File: src/rtl/tmr_pkg.sv
package tmr_pkg;

    localparam int REG_W  = 32;
    localparam int CTRL_W = 16;
    localparam int PRE_W  = 10;

    typedef enum logic [1:0] {
        REG_RELOAD = 2'd0,
        REG_COUNT  = 2'd1,
        REG_CTRL   = 2'd2,
        REG_CAPT   = 2'd3
    } reg_sel_e;

    typedef struct packed {
        logic [5:0] rsvd;
        logic       cap_flag;
        logic       uf_flag;
        logic [1:0] cap_mode;
        logic       uf_ie;
        logic [1:0] edge_sel;
        logic [2:0] div_sel;
    } ctrl_t;

    // Last prescaler phase before a step for an internal divisor code.
    function automatic logic [PRE_W-1:0] presc_last(input logic [2:0] sel);
        int unsigned span;
        span = 32'd4 << (2 * int'(sel));
        return PRE_W'(span - 32'd1);
    endfunction

    function automatic logic is_ext(input logic [2:0] sel);
        return sel[2] & sel[1];
    endfunction

    function automatic logic div_ok(input logic [2:0] sel, input logic ext_ok);
        return (sel <= 3'd4) || (is_ext(sel) && ext_ok);
    endfunction

    function automatic logic edge_ok(input logic [1:0] e, input logic ext_ok);
        return (e == 2'd0) || ext_ok;
    endfunction

    function automatic logic capm_ok(input logic [1:0] m, input logic cap_ok);
        return (m == 2'd0) || (m[1] && cap_ok);
    endfunction

endpackage

File: src/rtl/tmr_edge_det.sv
module tmr_edge_det #(
    parameter int SYNC_STAGES = 2
) (
    input  logic       clk,
    input  logic       rst,
    input  logic       din,
    input  logic [1:0] edge_sel,
    output logic       hit
);
    logic [SYNC_STAGES:0] shift_q;
    logic rise, fall;

    always_ff @(posedge clk) begin
        if (rst) shift_q <= '0;
        else     shift_q <= {shift_q[SYNC_STAGES-1:0], din};
    end

    assign rise = shift_q[SYNC_STAGES-1] & ~shift_q[SYNC_STAGES];
    assign fall = ~shift_q[SYNC_STAGES-1] & shift_q[SYNC_STAGES];

    always_comb begin
        unique case (edge_sel)
            2'd0:    hit = rise;
            2'd1:    hit = fall;
            default: hit = rise | fall;
        endcase
    end

    // an edge is reported in one cycle only
    a_r9_single_hit: assert property (@(posedge clk) disable iff (rst)
        (hit && edge_sel == 2'd0) |=> !rise);
endmodule

File: src/rtl/tmr_presc.sv
module tmr_presc
    import tmr_pkg::*;
#(
    parameter int HAS_EXT = 1
) (
    input  logic       clk,
    input  logic       rst,
    input  logic       run,
    input  logic       clr,
    input  logic       tick_en,
    input  logic [2:0] div_sel,
    input  logic [1:0] edge_sel,
    input  logic       ext_clk,
    output logic       tick
);
    logic [PRE_W-1:0] pcnt_q;
    logic [PRE_W-1:0] last;
    logic ext_mode, int_hit, ext_hit;

    assign last     = presc_last(div_sel);
    assign ext_mode = (HAS_EXT != 0) && is_ext(div_sel);
    assign int_hit  = tick_en && (pcnt_q == last);

    always_ff @(posedge clk) begin
        if (rst || clr) begin
            pcnt_q <= '0;
        end else if (run && tick_en && !ext_mode) begin
            pcnt_q <= (pcnt_q == last) ? '0 : pcnt_q + 1'b1;
        end
    end

    generate
        if (HAS_EXT != 0) begin : g_ext
            tmr_edge_det #(.SYNC_STAGES(2)) u_edge (
                .clk      (clk),
                .rst      (rst),
                .din      (ext_clk),
                .edge_sel (edge_sel),
                .hit      (ext_hit)
            );
        end else begin : g_no_ext
            assign ext_hit = 1'b0;
        end
    endgenerate

    assign tick = run && !clr && (ext_mode ? ext_hit : int_hit);

    // internal divisors are at least four, steps never come back to back
    a_r3_tick_gap: assert property (@(posedge clk) disable iff (rst)
        (tick && !ext_mode) |=> !tick);
    // no internal step without a tick_en pulse
    a_r8_gated: assert property (@(posedge clk) disable iff (rst)
        (tick && !ext_mode) |-> tick_en);
endmodule

File: src/rtl/tmr_count.sv
module tmr_count #(
    parameter int W = 32
) (
    input  logic         clk,
    input  logic         rst,
    input  logic         run,
    input  logic         tick,
    input  logic         cnt_wr,
    input  logic         rld_wr,
    input  logic [W-1:0] wdata,
    input  logic         flag_clr,
    output logic [W-1:0] cnt,
    output logic [W-1:0] rld,
    output logic         flag
);
    logic at_zero;
    assign at_zero = (cnt == '0);

    always_ff @(posedge clk) begin
        if (rst) begin
            cnt  <= '1;
            rld  <= '1;
            flag <= 1'b0;
        end else begin
            if (rld_wr) rld <= wdata;
            if (cnt_wr)      cnt <= wdata;
            else if (tick)   cnt <= at_zero ? rld : cnt - 1'b1;
            if (tick && at_zero) flag <= 1'b1;
            else if (flag_clr)   flag <= 1'b0;
        end
    end

    // a stopped channel holds its count
    a_r2_frozen: assert property (@(posedge clk) disable iff (rst)
        (!run && !cnt_wr) |=> $stable(cnt));
    // underflow step reloads
    a_r4_reload: assert property (@(posedge clk) disable iff (rst)
        (tick && at_zero && !cnt_wr) |=> (cnt == $past(rld)));
    // flag rises only while running
    a_r4_flag_run: assert property (@(posedge clk) disable iff (rst)
        $rose(flag) |-> $past(run));
endmodule

File: src/rtl/tmr_channel.sv
module tmr_channel
    import tmr_pkg::*;
#(
    parameter int HAS_CAP = 1,
    parameter int HAS_EXT = 1
) (
    input  logic             clk,
    input  logic             rst,
    input  logic             run_en,
    input  logic             tick_en,
    input  logic             ext_clk,
    input  logic             bus_sel,
    input  logic             bus_we,
    input  logic [1:0]       bus_addr,
    input  logic [REG_W-1:0] bus_wdata,
    output logic [REG_W-1:0] bus_rdata,
    output logic             irq,
    output logic             cfg_err
);
    localparam logic EXT_OK = (HAS_EXT != 0);
    localparam logic CAP_OK = (HAS_CAP != 0);

    reg_sel_e   sel;
    ctrl_t      wctrl, rctrl;
    logic       wr, ctrl_wr, cnt_wr, rld_wr, cap_wr;
    logic       run_q, start, tick, flag;
    logic       f_div, f_edge, f_capm, f_rsvd, f_capf, bad_wr;
    logic [2:0] div_q;
    logic [1:0] edge_q, capm_q;
    logic       ie_q;
    logic [REG_W-1:0] cnt, rld, cap_q;

    assign sel     = reg_sel_e'(bus_addr);
    assign wctrl   = ctrl_t'(bus_wdata[CTRL_W-1:0]);
    assign wr      = bus_sel && bus_we;
    assign ctrl_wr = wr && (sel == REG_CTRL);
    assign cnt_wr  = wr && (sel == REG_COUNT);
    assign rld_wr  = wr && (sel == REG_RELOAD);
    assign cap_wr  = wr && (sel == REG_CAPT);
    assign start   = run_en && !run_q;

    assign f_div  = div_ok(wctrl.div_sel, EXT_OK);
    assign f_edge = edge_ok(wctrl.edge_sel, EXT_OK);
    assign f_capm = capm_ok(wctrl.cap_mode, CAP_OK);
    assign f_rsvd = (wctrl.rsvd == '0);
    assign f_capf = !wctrl.cap_flag || CAP_OK;
    assign bad_wr = (ctrl_wr && !(f_div && f_edge && f_capm && f_rsvd && f_capf))
                 || (cap_wr && !CAP_OK);

    always_ff @(posedge clk) begin
        if (rst) begin
            run_q   <= 1'b0;
            div_q   <= '0;
            edge_q  <= '0;
            capm_q  <= '0;
            ie_q    <= 1'b0;
            cfg_err <= 1'b0;
        end else begin
            run_q <= run_en;
            if (bad_wr) cfg_err <= 1'b1;
            if (ctrl_wr) begin
                ie_q <= wctrl.uf_ie;
                if (f_div)  div_q  <= wctrl.div_sel;
                if (f_edge) edge_q <= wctrl.edge_sel;
                if (f_capm) capm_q <= wctrl.cap_mode;
            end
        end
    end

    tmr_presc #(.HAS_EXT(HAS_EXT)) u_presc (
        .clk      (clk),
        .rst      (rst),
        .run      (run_en),
        .clr      (ctrl_wr || start),
        .tick_en  (tick_en),
        .div_sel  (div_q),
        .edge_sel (edge_q),
        .ext_clk  (ext_clk),
        .tick     (tick)
    );

    tmr_count #(.W(REG_W)) u_count (
        .clk      (clk),
        .rst      (rst),
        .run      (run_en),
        .tick     (tick),
        .cnt_wr   (cnt_wr),
        .rld_wr   (rld_wr),
        .wdata    (bus_wdata),
        .flag_clr (ctrl_wr && !wctrl.uf_flag),
        .cnt      (cnt),
        .rld      (rld),
        .flag     (flag)
    );

    generate
        if (HAS_CAP != 0) begin : g_cap
            always_ff @(posedge clk) begin
                if (rst)         cap_q <= '0;
                else if (cap_wr) cap_q <= bus_wdata;
            end
        end else begin : g_no_cap
            assign cap_q = '0;
        end
    endgenerate

    always_comb begin
        rctrl          = '0;
        rctrl.div_sel  = div_q;
        rctrl.edge_sel = edge_q;
        rctrl.uf_ie    = ie_q;
        rctrl.cap_mode = capm_q;
        rctrl.uf_flag  = flag;
        bus_rdata      = '0;
        if (bus_sel) begin
            unique case (sel)
                REG_RELOAD: bus_rdata = rld;
                REG_COUNT:  bus_rdata = cnt;
                REG_CTRL:   bus_rdata = {{(REG_W-CTRL_W){1'b0}}, rctrl};
                default:    bus_rdata = cap_q;
            endcase
        end
    end

    assign irq = flag && ie_q;

    // writing zero to the flag bit clears it
    a_r6_flag_clear: assert property (@(posedge clk) disable iff (rst)
        (ctrl_wr && !wctrl.uf_flag) |=> !flag);
    // the timebase is stalled in the cycle of a control write
    a_r7_pause: assert property (@(posedge clk) disable iff (rst)
        ctrl_wr |-> !tick);
    // the error indication is sticky
    a_r10_err_sticky: assert property (@(posedge clk) disable iff (rst)
        cfg_err |=> cfg_err);
    // a stored divisor code is always a legal one
    a_r10_div_legal: assert property (@(posedge clk) disable iff (rst)
        div_ok(div_q, EXT_OK));
endmodule

File: config.mk
export PLATFORM = sky130hd
export DESIGN_NAME = tmr_channel
export DESIGN_NICKNAME = d
export VERILOG_FILES = /design/src/rtl/tmr_pkg.sv /design/src/rtl/tmr_edge_det.sv /design/src/rtl/tmr_presc.sv /design/src/rtl/tmr_count.sv /design/src/rtl/tmr_channel.sv
export SDC_FILE = /design/constraint.sdc
export NUM_CORES = 1
export LEC_CHECK = 0
export ABC_CLOCK_PERIOD_IN_PS = 6700
export BUFFER_PORTS_ARGS = -buffer_cell sky130_fd_sc_hd__buf_2
export CAP_MARGIN = 5
export CORE_AREA = 2 2 106 108
export DETAILED_ROUTE_END_ITERATION = 7
export DIE_AREA = 0 0 108 110
export PLACE_DENSITY = 0.91
export SYNTH_ARGS = -nofsm -noshare
export SYNTH_HDL_FRONTEND = slang
export SYNTH_HIERARCHICAL = 1
export SYNTH_SLANG_ARGS = --single-unit
File: constraint.sdc
create_clock -name clk -period 6.7 [get_ports clk]
set_clock_uncertainty 0.15 [all_clocks]
set_input_delay 1.005 -clock clk [delete_from_list [all_inputs] [get_ports clk]]
set_output_delay 1.005 -clock clk [all_outputs]
set_load 0.03 [all_outputs]
==> results.md <==
* Status: finished clean
* Synth cell types at a little under 60
* CP Max Fanout at 31
* Area after DPL at 7100 um^2
* Worst setup margin at 1.97 ns
* Nets at between 800 and 900
* Via-to-Cell Ratio at approximately 6.3
* Async S/R FF share, synth at 0%
* Final Critical Period at roughly 4.7 ns
* Post-Layout Inst Area at between 7000 and 8000 um^2
* DP Wirelength at roughly 11000 um
* CP max-delay cell: nor2_1
* WP data required at around 7.0 ns
* Synth area leader: dfxtp_1
* Antenna violations before repair at 0
* Area contributors post-synth: dfxtp_1 35%, nand2_1 5.5%, a21oi_1 4.7%
* Mapped cell area at a little under 7000 um^2
* Synth Flop Type: dfxtp_1
* Setup Buffers After CTS at 0
* Row cnt at 38
* Drt pass-1 iters at 6
* Seq/Total Area, Yosys at between 30% and 40%
* Syn Nets at around 860
* Share of post-route cells with drive strength above 1 at 16.6%
* Measured slew at the worst slew-check pin at about 1.3 ns
* Post-detailed-route DRC marker count at 0
* Sequential Area at between 2000 and 2500 um^2
* Io pins at 75
* Avg WL per Cell at about 18 um
* Flops & latches, synth at 120
* Cells along the critical path: or3_4, ha_1, xnor2_1, nor4_1, o2111ai_2, o21ai_1, and3b_1, buf_4, inv_1, nor2_1, o21ai_0, o21ai_0
* Max Slew Vio Count at 0
* Cts hold-fix bufs at 0
* Area added between synthesis and finish at 13.7%
* PD cells at roughly 240 nW/um^2
* Core Area at 10700 um^2
* GR Util All Layers at 31.2%
* # resized after CTS at 0
* Fin crit share at roughly 71%
* Max clock buf depth at 2
* Detailed Route WL at between 15000 and 20000 um
* Worst-Skew Late Latency at approximately 0.54 ns
* N_diodes at 0
* H-tree levels at 4
* CTS tree: built
* Die Span Y at between 100 and 150 um
* Grt ovf at 0
* RePlAce Congestion at 0.922
* Total Neg Setup Slack at 0 ns
* Worst Setup End Kind: flop
* Post-route ant nets at 0
* Syn Area/Cell at 8.33 um^2
* Unrepaired setup endpoints after global routing: false
* CP dominant cell by count: o21ai_0
* CTS Root Buffer Type: clkbuf_8
* Total clock sinks at between 100 and 150
* Vias in the first global route at 5883
* Area share of the largest cell type after synthesis at a little over a third
* Ys Warns at 6
* Pre-CTS WS at 2.23 ns
* Max stage delay on crit path at 1.05 ns
* Die Area at 11900 um^2
* Clk slew on worst S/H paths at 0.06 ns
* Crit Path Class: flop to flop
* Fillers at 799
* IO Port Bufs at 74
* Synth Instances at 812
* P_leak at 2.85 nW
* First-pass GRT wire length at 29100 um
* DR iter-0 viols at 650
* FMAX at ~210 MHz
* Die Width at ~110 um
* CTS Buf Count at 17
* Final setup vio count at 0
* Initial Util at 63.3%
* Multi-input logic area at between 4000 and 5000 um^2
* Worst vdd ir at 0.192 mV
* Number of synthesized flops with an enable pin at 0
* Crit path DAT at between 5 and 6 ns
* Largest net degree at the start of global routing at 69
* Worst Hold Class: flop to flop
* Vias at approximately 6300
* Fin. Hold Viols at 0
* Startpoint Class: flop
* Slew HR at 13.7%
* Max Cap Viol at 0
## where the power goes
| part | internal, mW | leakage [nW] | total (mW) | switching [mW] |
|---|---|---|---|---|
| logic | 0.0720 | 1.58 | 0.187 | 0.115 |
| registers | 0.735 | 0.976 | 0.754 | 0.0196 |
| clock network | 0.584 | 0.287 | 0.918 | 0.334 |
| total | 1.39 | 2.85 | 1.86 | 0.469 |
## path summary, 6_finish.rpt
kind,slack [ns],from,cells past startpoint,end
hold reg to reg,0.30,u_presc/g_ext.u_edge/shift_q[0]$_SDFF_PP0_,1,u_presc/g_ext.u_edge/shift_q[1]$_SDFF_PP0_
setup reg to reg,1.97,div_q[2]$_SDFFE_PP0P_,12,u_count/cnt[15]$_SDFFE_PP1P_
hold / removal,0.30,u_presc/g_ext.u_edge/shift_q[0]$_SDFF_PP0_,1,u_presc/g_ext.u_edge/shift_q[1]$_SDFF_PP0_
setup / recovery,1.97,div_q[2]$_SDFFE_PP0P_,12,u_count/cnt[15]$_SDFFE_PP1P_
## cells in the final DEF (no fill, tap or decap), types with 4 or more instances in the layout
cell type / n
o21ai_1: 8
a31oi_1: 10
and2_1: 38
xnor2_1: 10
or2_2: 6
nor3_1: 14
mux2i_1: 28
dfxtp_1: 120
mux4_2: 9
nand3b_1: 4
ha_1: 6
nor3b_1: 21
nand3_1: 19
xor2_1: 16
o21ai_0: 47
nand4_1: 4
inv_1: 9
or3_1: 8
buf_4: 12
or4_1: 5
buf_2: 73
a211o_1: 32
a21oi_1: 63
o2bb2ai_1: 23
nor4_1: 9
nor2b_1: 34
clkbuf_16: 16
nor2_1: 37
clkinv_2: 4
nand2_1: 100
nand2b_1: 9
a211oi_1: 22
## critical path: cells and delay by family (launching register included)
kind            cells  cell delay (ns)
buf+inv             2             0.68
simple gates        4             1.97
xor+xnor            1             0.16
flops               1             0.41
compound gates      4             1.00
fa+ha+maj           1             0.24
## through the flow
stage	cells	hold slack (ns)	utilization, %	total power, mW
final	1004	0.298	71.9	1.86
after global routing	1004	0.310	71.9	1.92
after CTS	1004	0.302	71.9	1.86
after detailed placement	972	0.279	66.4	0.952
after global placement	972	0.271	66.4	0.947
after floorplan	812	0.264	-	0.896
## synth_stat cells (all sizes together) (16+ instances only)
master	instances
a211o	32
a211oi	22
a21oi	64
and2	38
buf	30
clkbuf	35
dfxtp	120
mux2i	28
nand2	100
nand3	19
nor2	37
nor2b	34
nor3b	22
o21ai	55
o2bb2ai	23
xor2	16
## metal layers
layer / part of all wire, % / vias up / global-route usage (%)
met4: 2.2 / 0 / 12.0
li1: - / 3002 / -
met3: 8.3 / 42 / 7.00
met2: 49 / 320 / 53.3
met5: 0 / - / 0
met1: 41 / 2963 / 38.7
## sequential cells by signal (all words and copies together) (netlist names)
name / flops
cap_q: 32
u_count/cnt: 32
u_count/rld: 32
u_presc/pcnt_q: 10
div_q: 3
u_presc/g_ext.u_edge/shift_q: 3
capm_q: 2
edge_q: 2
cfg_err: 1
ie_q: 1
run_q: 1
u_count/flag: 1
## cell families (layout without fill, tap and decap cells)
logic type | count (synthesis) | after routing | synth area share, %
multiplexers | 38 | 38 | 7.30
buffers and inverters | 74 | 126 | 5.21
flip-flops | 120 | 120 | 35.5
AO/OA/AOI/OAI | 222 | 222 | 21.6
AND/OR/NAND/NOR | 326 | 326 | 25.9
XOR/XNOR | 26 | 26 | 3.36
adder cells (fa/ha/maj) | 6 | 6 | 1.11
## cell type report
type / instances / area share, %
timing repair buffer: 85 / 5.92
clock buffer: 20 / 5.79
multi-input combinational: 618 / 52.4
inverter: 9 / 0.439
clock inverter: 12 / 1.95
tap: 140 / 2.28
sequential: 120 / 31.2
(Power assumes the default switching activity.)
